[config.mk]
export PLATFORM = sky130hd
export DESIGN_NAME = kan_node_eval
export DESIGN_NICKNAME = d
export VERILOG_FILES = /design/src/rtl/kan_node_eval.sv
export SDC_FILE = /design/constraint.sdc
export NUM_CORES = 1
export LEC_CHECK = 0
export BUFFER_PORTS_ARGS = -buffer_cell sky130_fd_sc_hd__buf_2
export CORE_MARGIN = 2
export CORE_UTILIZATION = 30
export DETAILED_ROUTE_END_ITERATION = 10
export HOLD_SLACK_MARGIN = 0.1
export PLACE_DENSITY = 0.5
export SKIP_CTS_REPAIR_TIMING = 1
export SLEW_MARGIN = 20
export SYNTH_ARGS = -nofsm -noshare
export SYNTH_HDL_FRONTEND = slang
export SYNTH_SLANG_ARGS = --single-unit
[constraint.sdc]
create_clock -name clk -period 8.6 [get_ports clk]
set_input_delay 1.29 -clock clk [delete_from_list [all_inputs] [get_ports clk]]
set_output_delay 1.29 -clock clk [all_outputs]
set_load 0.01 [all_outputs]
[src/rtl/kan_node_eval.sv]
module kan_node_eval #(
  parameter int N_EDGE   = 4,
  parameter int IN_W     = 8,
  parameter int SEG_BITS = 4,
  parameter int SAMP_W   = 8,
  parameter int LVL      = $clog2(N_EDGE),
  parameter int OUT_W    = SAMP_W + LVL
) (
  input  logic                    clk,
  input  logic                    rst,
  input  logic                    in_valid,
  input  logic [N_EDGE*IN_W-1:0]  in_vec,
  output logic                    out_valid,
  output logic signed [OUT_W-1:0] out_data
);
  localparam int FRAC_W = IN_W - SEG_BITS;
  localparam int PW     = SAMP_W + FRAC_W + 2;
  localparam int LAT    = 2 + LVL;
  localparam logic [SEG_BITS-1:0] TOP = '1;

  function automatic logic signed [SAMP_W-1:0] samp(input int e, input int k);
    int v;
    v = k * k * (e + 1) + k * (2 * e + 3) + 40 * e;
    return SAMP_W'(v);
  endfunction

  logic signed [OUT_W-1:0] node [1:2*N_EDGE-1];
  logic [LAT-1:0] vp;

  always_ff @(posedge clk) begin
    if (rst) vp <= '0;
    else     vp <= {vp[LAT-2:0], in_valid};
  end

  for (genvar e = 0; e < N_EDGE; e++) begin : g_edge
    wire [SEG_BITS-1:0] seg = in_vec[e*IN_W+FRAC_W +: SEG_BITS];
    wire [FRAC_W-1:0]   frc = in_vec[e*IN_W +: FRAC_W];
    wire [SEG_BITS-1:0] nxt = (seg == TOP) ? seg : seg + 1'b1;

    logic signed [SAMP_W-1:0] y0, y1;
    logic [FRAC_W-1:0]        fr;
    logic signed [PW-1:0]     dif, acc, ev;

    always_ff @(posedge clk) begin
      y0 <= samp(e, int'(seg));
      y1 <= samp(e, int'(nxt));
      fr <= frc;
    end

    always_comb begin
      dif = PW'(y1) - PW'(y0);
      acc = '0;
      for (int b = 0; b < FRAC_W; b++)
        if (fr[b]) acc = acc + (dif <<< b);
      ev = PW'(y0) + (acc >>> FRAC_W);
    end

    always_ff @(posedge clk) node[N_EDGE+e] <= OUT_W'(ev);
  end

  for (genvar i = 1; i < N_EDGE; i++) begin : g_tree
    always_ff @(posedge clk) node[i] <= node[2*i] + node[2*i+1];
  end

  assign out_valid = vp[LAT-1];
  assign out_data  = node[1];
endmodule

Word level (Yosys, flattened, before mapping)
Memory sizes are Yosys's and may differ from the RTL's.
Index checks and enable logic that the tools add are counted.
{ "totals": {"memories": 1, "inputBits": 35, "reg_bits": 84, "elab_cells": 97, "mem_bits_rw": 70, "output_inout_bits": 11} }
{ "op_classes": {"muxes": 20, "n_eq_ne": 4, "addsub": 41, "mul": 18} }
{ "mem_list": {"columns": ["name", "depth", "width", "rd", "rd_clocked_by_memory_dff", "wr", "line_no", "rtl"], "rows": [
  ["node", 7, 10, 7, 0, 7, "27", "logic signed [OUT_W-1:0] node [1:2*N_EDGE-1];"]
]} }
{ "op_table": {"columns": ["cell", "count"], "rows": [
  ["14-bit two-way mux", 16],
  ["14-bit by 10-bit adder with 14-bit output", 4],
  ["14-bit by 11-bit adder with 14-bit output", 4],
  ["14-bit by 12-bit adder with 14-bit output", 4],
  ["8-bit by 10-bit adder with 10-bit output", 4],
  ["8-bit by 8-bit subtractor with 9-bit output", 4],
  ["8-bit by 7-bit adder with 8-bit output", 4],
  ["8-bit by 7-bit adder with 8-bit output (second input constant)", 4],
  ["4-bit by 4-bit multiplier with 8-bit output", 4],
  ["10-bit adder", 3],
  ["4-bit by 3-bit multiplier with 7-bit output (second input constant)", 4],
  ["4-bit by 1-bit adder with 4-bit output (second input constant)", 4],
  ["8-bit by 6-bit adder with 8-bit output", 2],
  ["8-bit by 6-bit adder with 8-bit output (second input constant)", 2],
  ["8-bit adder", 2],
  ["4-bit == test (second input constant)", 4],
  ["4-bit by 4-bit multiplier with 8-bit output (second input constant)", 2],
  ["8-bit by 2-bit multiplier with 8-bit output (second input constant)", 2],
  ["4-bit two-way mux", 4],
  ["4-bit by 4-bit multiplier with 7-bit output", 2],
  ["4-bit by 2-bit multiplier with 6-bit output (second input constant)", 2],
  ["4-bit by 4-bit multiplier with 6-bit output", 2]
]} }

Longest topological paths before layout
{ "logic_depth": {"word_depth": 9, "ltp_mapped": 37, "mapped_depth_nobuf": 37} }

Worst setup path after synthesis
Ideal clock, no wire load.
{ "synth_path": {"kind": "register to register", "start": "register g_edge[3].y0[0]", "end": "register, netlist name node[3][19]", "path_stages_with_launch": 35, "n_path_buf": 0, "setup_time_ps": 72, "period_less_slack_ps": 6611, "setup_slack_ps": 1989, "t_arrival_ps": 6539, "required_ps": 8528, "cell_sequence": "dfxtp_1 -> ha_1 -> inv_1 -> fa_1 -> xor2_1 -> and2_1 -> ha_1 -> a21o_1 -> a21o_1 -> a21oi_1 -> o2111a_1 -> o21ai_1 -> xor2_1 -> ha_1 -> or3_1 -> o21ai_0 -> a31oi_1 -> xor2_1 -> nand2_1 -> inv_1 -> a211o_1 -> ha_1 -> nor3_1 -> o211ai_1 -> a31o_2 -> a21oi_1 -> xnor2_1 -> mux2_2 -> ha_1 -> or4_1 -> a31o_2 -> a21oi_1 -> xnor2_1 -> xnor2_1 -> xnor2_1"} }
{ "synth_lines": {"columns": ["item", "line_no", "rtl"], "rows": [
  ["from (decl)", "40", "logic signed [SAMP_W-1:0] y0, y1;"],
  ["from (signal assigned)", "45", "y0 <= samp(e, int'(seg));"]
]} }

==> out/metrics.sh <==
PLACE_HPWL_UM=32300
YOSYSTOPAREACELL='sky130_fd_sc_hd__ha_1'
ASYNC_FLOP_SHARE=0
FLOORPLAN.INITIALDENSITY=0.302
TRITONCTS.NUM_BUFFERS=17
CAP_VIOL_MAX_COUNT=0
GP_WEIGHTED_CONGESTION=0.861
ROUTED_VIA_DENSITY=4.81
POST_ROUTE_CELLS_DRIVE_ABOVE_1_SHARE=0.0817
SETUP_REPAIR_AFTER_GLOBAL_ROUTING_MISSED_ITS_MARGIN='false'
PLACEDINSTANCEAREA_UM2=18800
SYN_AREA_UM2=17700
DIEHEIGHT_UM=247
CTS-HTREE-LEVELS=4
FINALCRITICALPERIOD_NS=7.55
CRITICAL_PATH_CELL_COUNT=35
SYN_INST=2032
CRITICAL_PATH.ENDPOINT_TYPE='register'
CRITICAL_PATH.MAX_STAGE_DELAY_NS=0.46
CRIT_SLOWEST_CELL='sky130_fd_sc_hd__xor2_1'
CRIT_FANOUT=6
FP.DIEW_UM=247
SYNTH_AREA_PER_CELL_UM2=8.72
HOLD_VIOL_FINAL=0
RUN_STATUS='completed'
CRITICAL_PATH_REQUIRED_NS=8.98
SYN_TO_FINAL_GROWTH_PCT=9.14
CRIT_FAMILY='simple AND/OR/NAND/NOR gates'
PORTBUFFERS=45
MAX_SLEW_MARGIN=0.440
NETLIST-CELL-TYPE-COUNT=93
DRC=0
GLOBALROUTETOTALUTIL=0.131
START_KIND='register'
FINAL_CORE_UTIL=0.330
NETLIST_TOP_CELLS_AREA='sky130_fd_sc_hd__ha_1 (23%), sky130_fd_sc_hd__dfxtp_1 (17%), sky130_fd_sc_hd__xnor2_1 (9.3%)'
FILL_CELLS=5994
CP_DOMINANT_CELL_BY_COUNT='sky130_fd_sc_hd__xnor2_1'
MASTER_CELL_OF_THE_CLOCK_ROOT_BUFFER='sky130_fd_sc_hd__clkbuf_16'
NUM_ANTENNA_CELLS=0
SYNTHESIS.NETS=2465
FINAL_CELL_AREA_UM2=19300
FINAL.PERIOD_UTILIZATION=0.878
NUMCLOCKSINKS=150
SYNTH-EDFF-COUNT=0
WIRE_PER_INST_UM=13.7
ROUTED_WL_UM=39200
WORSTHOLDPATHCELLS=1
YOSYSSEQAREASHARE=0.169
FLOORPLAN.ROWS=89
GRT-OVFL-TOTAL=0
CRITICAL_PATH_ARRIVAL_NS=7.93
GRT_FIRST_PASS_WIRELENGTH_UM=66200
FF_LATCH_AREA_UM2=3000
DESIGN.PORTCOUNT=46
GRT_MAX_DEGREE=24
CRITPATHBUFINV=1
CLOCK_INSERTION_DELAY_WORST_SKEW_NS=0.45
TRITONCTS='built'
CORE_REGION_AREA_UM2=58700
POSTSYNTHREGISTERBITS=150
GRT_ANTENNA_BEFORE_REPAIR=0
WORSTHOLDPATHTYPE='reg2reg'
MAX_SLEW.WORST_PIN.SLEW_NS=0.838
VIAS_IN_THE_FIRST_GLOBAL_ROUTE=13900
ACHIEVABLE-FREQUENCY_MHz=132
LAYOUT.NETS=2501
SETUP_VIOL=0
DRT_ITER0_DRC=662
CRITPATHKIND='reg2reg'
CTS_MAX_PATH_BUFFERS=2
WORST_SETUP_HOLD_PATH_CLK_SLEW_NS=0.07
MULTI_INPUT_AREA_UM2=13700
ROUTED_VIA_COUNT=13700
CLOCK-SKEW-FINAL_NS=0.00732
WORST-R2R-CELL-COUNT=35
FINAL_ANTENNA_NET_COUNT=0
NUMBER_OF_WARNING_MESSAGES_IN_THE_YOSYS_LOG=0
SETUP_TNS_NS=0
TIMING_MAX_TRANSITION_VIOLATIONS_FINAL=0
DRT_FIRST_PASS_ITERS=5
DIE_AREA_UM2=61000
YS.FLOP_TYPE='sky130_fd_sc_hd__dfxtp_1'
SYNTH_TOP_AREA_SHARE=0.231
==> Yosys cell counts, drive strengths merged (36+ instances only) <==
library cell  count
mux2             53
a21o             57
nor2            143
xor2             58
dfxtp           150
xnor2           191
fa               71
nor3             36
o21ai            63
nand2           103
o21bai           41
inv             220
a21oi           161
ha              327
==> worst reg2reg max path: cells and delay by family (launching register included) <==
kind            cells  cell delay (ns)
flops               1             0.34
buf+inv             1             0.05
xor+xnor            7             1.37
compound gates      8             1.54
fa+ha+maj           6             1.93
simple gates       13             2.26
==> per-layer routing <==
layer | global-route usage | vias up | part of all wire | routed length [µm]
met5 | 0 | - | 0 | 0
met4 | 0.0432 | 0 | 0.019 | 734
met3 | 0.0166 | 46 | 0.024 | 935
met2 | 0.218 | 157 | 0.45 | 17800
met1 | 0.175 | 6374 | 0.50 | 19700
li1 | - | 7145 | - | -
==> registers in the layout, summed over array words and instances (netlist names) <==
| name | cells |
|---|---|
| g_edge.fr | 16 |
| node | 70 |
| g_edge.y0 | 30 |
| g_edge.y1 | 30 |
| vp | 4 |
==> kinds of logic (layout without fill, tap and decap cells) <==
group | after synthesis | count (layout) | share of synthesized area
fa+ha+maj | 398 | 398 | 0.311
flops | 150 | 150 | 0.169
mux | 59 | 59 | 0.0371
buf+inv | 255 | 303 | 0.0549
simple gates | 434 | 434 | 0.117
xor+xnor | 250 | 250 | 0.126
compound gates | 486 | 486 | 0.185
==> layout make-up <==
class | instances | area share
multi-input combinational | 1627 | 0.711
tap | 773 | 0.0500
inverter | 223 | 0.0433
clock inverter | 10 | 0.00382
timing repair buffer | 49 | 0.0132
sequential | 150 | 0.155
clock buffer | 21 | 0.0238
==> path summary, 6_finish.rpt <==
check,slack (ns),startpoint,to
hold / removal,0.44,vp[1]$_SDFF_PP0_,vp[2]$_SDFF_PP0_
hold reg to reg,0.44,vp[1]$_SDFF_PP0_,vp[2]$_SDFF_PP0_
setup reg to reg,1.05,g_edge[3].y0[0]$_DFF_P_,node[3][19]$_DFF_P_
setup / recovery,1.05,g_edge[3].y0[0]$_DFF_P_,node[3][19]$_DFF_P_
==> layout by cell type (no fill, tap or decap), drive strengths merged, types with 12 or more instances in the layout <==
master	synthesis	routed
a21o	57	57
a21oi	161	161
a31o	12	12
a31oi	15	15
and2	23	23
buf	10	49
clkbuf	22	21
dfxtp	150	150
fa	71	71
ha	327	327
inv	220	222
mux2	53	53
nand2	103	103
nand2b	20	20
nand3	27	27
nor2	143	143
nor2b	27	27
nor3	36	36
o211ai	15	15
o21a	26	26
o21ai	63	63
o21bai	41	41
o31ai	18	18
xnor2	191	191
xor2	58	58
==> through the flow <==
| stage | hold slack (ns) | setup WS [ns] | instances |
|---|---|---|---|
| after floorplan | 0.414 | 1.99 | 2032 |
| after global placement | 0.426 | 1.15 | 2822 |
| after detailed placement | 0.435 | 1.11 | 2822 |
| after CTS | 0.450 | 1.07 | 2853 |
| after global routing | 0.458 | 0.411 | 2853 |
| final | 0.444 | 1.05 | 2853 |
Power is left out: the tool's default activity adds up to more than one toggle a clock period on the data nets, which glitch-free logic cannot reach.
